**src/rtl/i2c_addr_master.sv**
```systemverilog
module i2c_addr_master #(
  parameter int DIV_W = 8
) (
  input  logic             clk,
  input  logic             rst_n,
  input  logic [DIV_W-1:0] clk_div,
  input  logic             start,
  input  logic             stop_req,
  input  logic [6:0]       dev_addr,
  input  logic             rd_mode,
  input  logic [1:0]       iadr_size,
  input  logic [23:0]      iadr,
  input  logic             thr_wr,
  input  logic [7:0]       thr_data,
  output logic             txrdy,
  input  logic             rhr_rd,
  output logic [7:0]       rhr_data,
  output logic             rxrdy,
  output logic             txcomp,
  output logic             nack,
  output logic             scl_oe,
  output logic             sda_oe,
  input  logic             sda_in
);
  localparam int ACK_SLOT = 8;

  typedef enum logic [2:0] {S_IDLE, S_START, S_BIT, S_HOLD, S_RSTART, S_STOP} st_t;

  st_t              st;
  logic [1:0]       q;
  logic [DIV_W-1:0] cnt;
  logic [7:0]       sh, thr;
  logic [3:0]       bitn;
  logic [1:0]       ia_left;
  logic             rx, rd_addr, is_dev, last_rx, ackr, thr_full;
  logic [6:0]       dev_r;
  logic             rw_r;
  logic [23:0]      iadr_r;

  wire tick    = (st != S_IDLE) && (cnt == clk_div);
  wire rx_load = tick && st == S_BIT && q == 2'd2 && rx && bitn == 4'd7;
  wire [7:0] ia_byte = (ia_left == 2'd3) ? iadr_r[23:16] :
                       (ia_left == 2'd2) ? iadr_r[15:8] : iadr_r[7:0];
  wire bitv = (bitn == ACK_SLOT[3:0]) ? (rx ? last_rx : 1'b1) : (rx ? 1'b1 : sh[7]);

  assign txrdy  = !thr_full;
  assign scl_oe = (st == S_HOLD) || (st == S_START && q == 2'd3) ||
                  ((st == S_BIT || st == S_RSTART) && (q == 2'd0 || q == 2'd3)) ||
                  (st == S_STOP && q == 2'd0);
  assign sda_oe = (st == S_START && q != 2'd0) || (st == S_RSTART && q[1]) ||
                  (st == S_STOP && !q[1]) || (st == S_BIT && !bitv);

  always_ff @(posedge clk or negedge rst_n) begin
    if (!rst_n) begin
      st <= S_IDLE;  q <= '0;  cnt <= '0;  sh <= '0;  thr <= '0;  bitn <= '0;
      ia_left <= '0; rx <= 1'b0; rd_addr <= 1'b0; is_dev <= 1'b0; last_rx <= 1'b0;
      ackr <= 1'b0;  thr_full <= 1'b0; dev_r <= '0; rw_r <= 1'b0; iadr_r <= '0;
      rhr_data <= '0; rxrdy <= 1'b0; txcomp <= 1'b1; nack <= 1'b0;
    end else begin
      cnt <= (st == S_IDLE || tick) ? '0 : cnt + 1'b1;
      if (tick) q <= q + 2'd1;
      case (st)
        S_IDLE: if (start) begin
          st      <= S_START;
          q       <= '0;
          txcomp  <= 1'b0;
          nack    <= 1'b0;
          rx      <= 1'b0;
          dev_r   <= dev_addr;
          rw_r    <= rd_mode;
          iadr_r  <= iadr;
          ia_left <= iadr_size;
          rd_addr <= rd_mode && iadr_size == 2'd0;
        end
        S_START: if (tick && q == 2'd3) begin
          st <= S_BIT;  sh <= {dev_r, rd_addr};  bitn <= '0;  is_dev <= 1'b1;
        end
        S_RSTART: if (tick && q == 2'd3) begin
          st <= S_BIT;  sh <= {dev_r, 1'b1};  bitn <= '0;  is_dev <= 1'b1;  rd_addr <= 1'b1;
        end
        S_STOP: if (tick && q == 2'd3) begin
          st <= S_IDLE;  txcomp <= 1'b1;
        end
        S_HOLD: if (tick) begin
          q <= '0;
          if (thr_full) begin
            st <= S_BIT;  sh <= thr;  thr_full <= 1'b0;  bitn <= '0;  is_dev <= 1'b0;
          end else if (stop_req) begin
            st <= S_STOP;
          end
        end
        S_BIT: if (tick) begin
          if (q == 2'd2) begin
            if (bitn == ACK_SLOT[3:0]) ackr <= sda_in;
            else if (rx) sh <= {sh[6:0], sda_in};
          end
          if (q == 2'd3) begin
            if (bitn != ACK_SLOT[3:0]) begin
              bitn <= bitn + 4'd1;
              if (!rx) sh <= {sh[6:0], 1'b0};
              if (rx && bitn == 4'd7) last_rx <= stop_req;
            end else begin
              bitn <= '0;
              if (!rx && ackr) begin
                nack <= 1'b1;
                st   <= S_STOP;
              end else if (rx) begin
                if (last_rx) st <= S_STOP;
              end else if (is_dev && rd_addr) begin
                rx <= 1'b1;  is_dev <= 1'b0;
              end else if (ia_left != 2'd0) begin
                sh <= ia_byte;  ia_left <= ia_left - 2'd1;  is_dev <= 1'b0;
              end else if (rw_r) begin
                st <= S_RSTART;
              end else begin
                st <= S_HOLD;
              end
            end
          end
        end
        default: st <= S_IDLE;
      endcase
      if (thr_wr) begin
        thr      <= thr_data;
        thr_full <= 1'b1;
      end
      if (rx_load) begin
        rhr_data <= {sh[6:0], sda_in};
        rxrdy    <= 1'b1;
      end else if (rhr_rd) begin
        rxrdy <= 1'b0;
      end
    end
  end
endmodule

```
**config.mk**
```make
export PLATFORM = sky130hd
export DESIGN_NAME = i2c_addr_master
export DESIGN_NICKNAME = d
export VERILOG_FILES = /design/src/rtl/i2c_addr_master.sv
export SDC_FILE = /design/constraint.sdc
export NUM_CORES = 1
export LEC_CHECK = 0
export CAP_MARGIN = 20
export CORE_ASPECT_RATIO = 1.4
export CORE_UTILIZATION = 30
export CTS_CLUSTER_DIAMETER = 50
export CTS_CLUSTER_SIZE = 28
export DETAILED_ROUTE_END_ITERATION = 8
export DONT_BUFFER_PORTS = 1
export MAX_ROUTING_LAYER = met4
export PLACE_DENSITY_LB_ADDON = 0.05
export SYNTH_ARGS = -nofsm -noshare
export SYNTH_HDL_FRONTEND = slang
export SYNTH_SLANG_ARGS = --single-unit
```
**constraint.sdc**
```tcl
create_clock -name clk -period 4.63 [get_ports clk]
set_input_delay 0.2315 -clock clk [delete_from_list [all_inputs] [get_ports clk]]
set_output_delay 0.2315 -clock clk [all_outputs]
set_load 0.005 [all_outputs]
```
After elaboration in Yosys (flattened, before gate mapping)
Cells that the tools add are included.
{ "word_totals": {"out_inout_bits": 14, "regBits": 84, "wordCells": 205, "input_bits": 57} }
{ "classes": {"n_eq_ne": 33, "n_addsub": 4, "reduce_logical": 58, "muxes": 90} }
{ "op_table": {"columns": ["operator", "count"], "rows": [
  ["8-bit 2-to-1 mux", 18],
  ["3-bit 2-to-1 mux", 15],
  ["8-bit case mux with 4 select lines", 1],
  ["1-bit 2-to-1 mux", 30],
  ["4-bit 2-to-1 mux", 6],
  ["6-bit AND reduction", 4],
  ["2-bit 2-to-1 mux", 11],
  ["1-bit logical AND", 17],
  ["2-bit inequality test, second input constant", 8],
  ["2-bit nonzero test", 8],
  ["3-bit case mux with 5 select lines", 1],
  ["2-bit by 1-bit inequality test with 1-bit output, second input constant", 7],
  ["4-bit inequality test, second input constant", 3],
  ["4-bit case mux with 3 select lines", 1],
  ["11-bit AND reduction", 1],
  ["10-bit AND reduction", 1],
  ["1-bit logical OR", 9],
  ["9-bit AND reduction", 1],
  ["8-bit by 1-bit adder with 8-bit output, second input constant", 1],
  ["2-bit == test, second input constant", 4],
  ["8-bit == test", 1],
  ["1-bit case mux with 2 select lines", 4],
  ["2-bit case mux with 2 select lines", 2],
  ["3-bit by 2-bit == test with 1-bit output, second input constant", 2],
  ["21 further kinds", 29]
]} }

Depth between registers and ports, before layout
{ "depth": {"word_depth": 11, "ltp_mapped": 8, "ltp_nobuf": 7} }

Least setup slack after synthesis
Ideal clock, no wire load.
{ "synth_path": {"path_type": "register -> register", "from": "register ia_left[0]", "to": "register st[0]", "setup_ns": 0.083, "arrival_ns": 1.914, "path_slack_ns": 2.633, "n_path_buf": 0, "synth_period_minus_slack_ns": 1.997, "path_stages_with_launch": 8, "required_ns": 4.547, "path_cell_list": "dfrtp_1 > inv_1 > ha_1 > a21bo_2 > a221o_1 > a311o_1 > or3_1 > o21ai_0"} }
{ "synth_via": {"elab_chain_len": 3} }
{ "synth_lines": {"columns": ["item", "line_no", "text"], "rows": [
  ["from (decl)", "34", "logic [1:0] ia_left;"],
  ["from (signal assigned)", "72", "ia_left <= iadr_size;"],
  ["2-bit nonzero test", "111", "end else if (ia_left != 2'd0) begin"],
  ["4-bit inequality test (no line)", null, null],
  ["11-bit AND reduction (no line)", null, null],
  ["to (signal assigned)", "108", "if (last_rx) st <= S_STOP;"],
  ["to (signal assigned)", "114", "st <= S_RSTART;"],
  ["to (signal assigned)", "116", "st <= S_HOLD;"],
  ["to (decl)", "29", "st_t st;"]
]} }
Every way passes these cells.
A chain may end at the register's enable or synchronous reset.

Final worst setup path
{ "layout_path": {"from": "register st[0]", "to": "output port sda_oe"} }
{ "layout_via": {"elab_chain_len": 5, "elab_cells_between_ends": 11, "classes_between": "4 x eq/ne; 7 x reduce/logical"} }
{ "layout_lines": {"columns": ["item", "line_no", "text"], "rows": [
  ["from (signal assigned)", "55", "st <= S_IDLE; q <= '0; cnt <= '0; sh <= '0; thr <= '0; bitn <= '0;"],
  ["from (signal assigned)", "64", "st <= S_START;"],
  ["from (signal assigned)", "76", "st <= S_BIT; sh <= {dev_r, rd_addr}; bitn <= '0; is_dev <= 1'b1;"],
  ["3-bit by 1-bit == test with 1-bit output or 3-bit == test (tied branches)", "50", "assign sda_oe = (st == S_START && q != 2'd0) || (st == S_RSTART && q[1]) ||"],
  ["1-bit logical AND", "50", null],
  ["1-bit logical OR (2 in a row)", "50", null],
  ["1-bit logical OR *", "51", "(st == S_STOP && !q[1]) || (st == S_BIT && !bitv);"],
  ["to (decl)", "22", "output logic sda_oe,"]
]} }
Every way passes the cells marked *; elsewhere a longest branch is shown, timed or not.

==> key figures <==
Run status
  – Status: finished, final reports clean

Logic synthesis
  – Adder-Cell Fraction of Synth Area: ~2.7%
  – Share of the synthesized area in the top cell type: approximately 44%
  – Xor-xnor portion of the synthesized cell area: between 2 and 3%
  – Synth warnings: 0
  – Async S/R FF share, synth: 100%
  – Most numerous cell in the Yosys netlist: dfrtp_1
  – Main combinational cell family by area after synthesis: multiplexers
  – Simple-Gate Fraction of Synth Area: between 10% and 20%
  – Distinct cell type count after synthesis: 64
  – Predominant post-synthesis flop cell: dfrtp_1
  – FF+latch count, synth: 84
  – Mapped Nets: 505
  – Mean post-synth cell area: 10.7 sq um
  – Compound-Gate Fraction of Synth Area: 15.6%
  – Top cells by count, synth: 83 x dfrtp_1, 56 x mux2_2, 31 x nand2_1
  – Mapped Area: about 4700 sq um
  – Syn Inst Count: between 400 and 500
  – Area leader, netlist: dfrtp_1
  – Top cells by area, synth: dfrtp_1 44%, mux2_2 13%, ha_1 2.7%
  – Number of flops mapped to enable cells by yosys: 0
  – Mux cell area share after synthesis: 15.7%
  – Seq/Total Area, Yosys: a little under half

Finish
  – Sequential Area: 2100 sq um
  – Share of cells above drive strength 1: 21.3%
  – Final core occ: between 30% and 40%
  – Multi-input gate area: between 2000 and 2500 sq um
  – Finished Layout Cells: 625
  – FILL cells: 1558
  – Area grow syn2layout: 10.6%
  – NumNets Final: approximately 500

Timing
  – Setup TNS: 0 ns
  – Max-slew headroom: 34.4%
  – Tcrit/Tclk final: ~55%
  – Crit path time final: roughly 2.5 ns
  – Worst Tran Pin Value: 0.982 ns
  – Final hold violation count: 0
  – Max Transition Viols Final: 0
  – Clk_skew: 0.00874 ns
  – RSZ-0062 raised after global routing: no
  – FMAX: 396 MHz
  – Final setup vio count: 0

Setup path
  – CP top delay family: flip-flops
  – WP data required: 4.40 ns
  – Critical Path Slowest Stage Cell: dfrtp_1
  – Startpoint Class: flop
  – R2R cell count: 4
  – Worst r2r src: st[0]$_DFFE_PN0P_
  – R2R Path End: rhr_data[7]$_DFFE_PN0P_
  – Critical path's largest stage delay: approximately 1 ns
  – Crit path max fanout: 27
  – Worst path arrival time: around 2.3 ns
  – Reg-to-reg slack, setup: between 2 and 2.5 ns
  – Critical path, cell by cell: inv_1 -> nor2_1 -> o21ai_0 -> o22ai_1
  – Endpoint type of the worst setup path: primary output
  – Critical setup path kind: flop to primary output
  – Buf/Inv on CP: 1

Power
  – Clk pwr share: 40.8%
  – Comb pwr share: between 10% and 20%
  – Internal power: 0.00134 W
  – Leak: ~2.1 nW
  – Seq pwr share: between 40% and 50%
  – Maximum vdd drop: roughly 0.18 mV
  – Design Power: 0.00185 W
  – Switching share of power: roughly 28%
  – Psw: ~0.00051 W
  – Cell Pwr Density: 359 nW/um^2

Clocking
  – Clock Tree Root: clkbuf_16
  – Clock transition at path regs: about 0.070 ns
  – H-tree levels: 3
  – Post-CTS setup buffer count: 0
  – Worst-skew pair later-pin latency: between 0.3 and 0.4 ns
  – Cts repair resizes: 0
  – Num CTS Buffers: 9
  – CTS tree: built
  – CTS Buffer Depth: 2
  – CTS sink count: 84

Route
  – Vias post-DR: about 3400
  – ANT nets after route: 0
  – Drt total wl: 13.2 mm
  – DRC viols: 0
  – Drt pass-1 iters: 5
  – Initial DRC count: between 100 and 150
  – Vias/cell: 5.47
  – WL/cell: 21.1 microns

Die
  – Die X: 107 microns
  – Core Footprint: roughly 15000 sq um
  – Number of placement rows: 53
  – Die area: between 15000 and 20000 sq um
  – Initial core utilization: between 30% and 40%
  – IO Pins: 71
  – Die Ht: 150 microns

Global routing
  – Remaining global-route overflow: 0
  – Overall routing resource usage: between 15 and 20%
  – Vias in the first global route: roughly 3500
  – Largest net degree at the start of global routing: 85
  – First-pass GRT wire length: between 20 and 25 mm
  – Initial antenna violation count: 1

Placed design
  – Detailed placement HPWL: 9.35 mm
  – Placed Instances: ~600
  – GPL Wtd Cong: between 0.8 and 0.9
  – PortBufs: 0

Worst hold path
  – Hold Path Class: input port to flop
  – Hold EP: iadr_r[5]$_DFFE_PN0P_
  – WHS Path Cells: 1
  – Min-delay src: iadr[5]

Run
  – Max Cap Violations: 0
[per-layer routing]
metal | wire, microns | share of wire, % | vias up | GRT usage (%)
met3 | 608 | 4.6 | 18 | 3.01
met1 | 5410 | 41 | 1701 | 21.1
met2 | 6960 | 53 | 90 | 30.3
met4 | 223 | 1.7 | 0 | 6.78
li1 | - | - | 1610 | -
met5 | 0 | 0 | - | -
[cells in the final DEF (no fill, tap or decap), types with 3 or more instances in the layout]
cell type	instances
dlygate4sd3_1	3
a21oi_1	11
mux2_2	56
nand3_1	18
buf_4	4
inv_6	3
nand2_1	31
o22ai_1	3
a211oi_1	4
a32oi_1	6
ha_1	10
o31a_1	5
clkbuf_16	9
inv_1	15
nor3_1	3
xnor2_1	12
xor2_1	4
a31o_2	4
nand4_1	9
and3_1	8
o21bai_1	3
dfrtp_1	83
a31oi_1	6
o21ai_0	22
nor2_1	18
mux2i_1	9
o211ai_1	12
o221ai_1	5
o311ai_0	5
or3_1	4
[power by group through the flow]
stage	registers (W)	logic (W)	clock network, W
5_1_grt	0.000868	0.000277	0.000812
2_1_floorplan	0.000853	0.000187	0
3_3_place_gp	0.000872	0.000222	0
6_report	0.000858	0.000240	0.000755
3_5_place_dp	0.000874	0.000224	0
4_1_cts	0.000860	0.000247	0.000784
[repair_timing]
item | CTS | global route
hold buffers | 4 | 0
endpoints found under the hold margin | 86 | 0
setup endpoints to repair | 0 | 0
[cells by family after synthesis]
logic type               count (synthesis)
AND/OR/NAND/NOR                        115
AO/OA/AOI/OAI                          102
flip-flops                              84
multiplexers                            66
buffers and inverters                   45
XOR/XNOR                                16
adder cells (fa/ha/maj)                 10
[state kept, by name, indices dropped and copies added (netlist names), 2 cells and up]
signal    cells
q             2
rhr_data      8
iadr_r       24
cnt           8
thr           8
st            3
sh            8
ia_left       2
bitn          4
dev_r         7
[worst max path at each step]
stage	from	to	slack (ns)	cells past startpoint
after global placement	st[1]$_DFFE_PN0P_	rx$_DFFE_PN0P_	2.15	5
after global routing	q[1]$_DFF_PN0_	sh[5]$_DFFE_PN0P_	1.95	6
after detailed placement	q[1]$_DFF_PN0_	sh[6]$_DFFE_PN0P_	2.14	6
after CTS	q[1]$_DFF_PN0_	sh[6]$_DFFE_PN0P_	2.10	6
final	st[0]$_DFFE_PN0P_	sda_oe	2.10	4
after floorplan	ia_left[0]$_DFFE_PN0P_	st[0]$_DFFE_PN0P_	2.63	7
[through the flow]
step	setup WS, ns	instance area (sq um)	hold WS (ns)
CTS	2.10	5170	0.0108
finish	2.10	5170	0.0252
global route	1.95	5170	0.0117
global placement	2.15	4800	-0.0618
floorplan	2.63	4670	-0.0641
detailed placement	2.14	4800	-0.0619
[layout make-up]
type,instances,area share (%)
diodes,1,0.0484
clock buffers,9,4.36
clock inverters,7,1.57
inverters,15,1.09
multi-input cells,309,45.9
flip-flops and latches,84,40.7
well taps,192,4.65
repair buffers,8,1.69
Power figures use the tool's default switching activity.
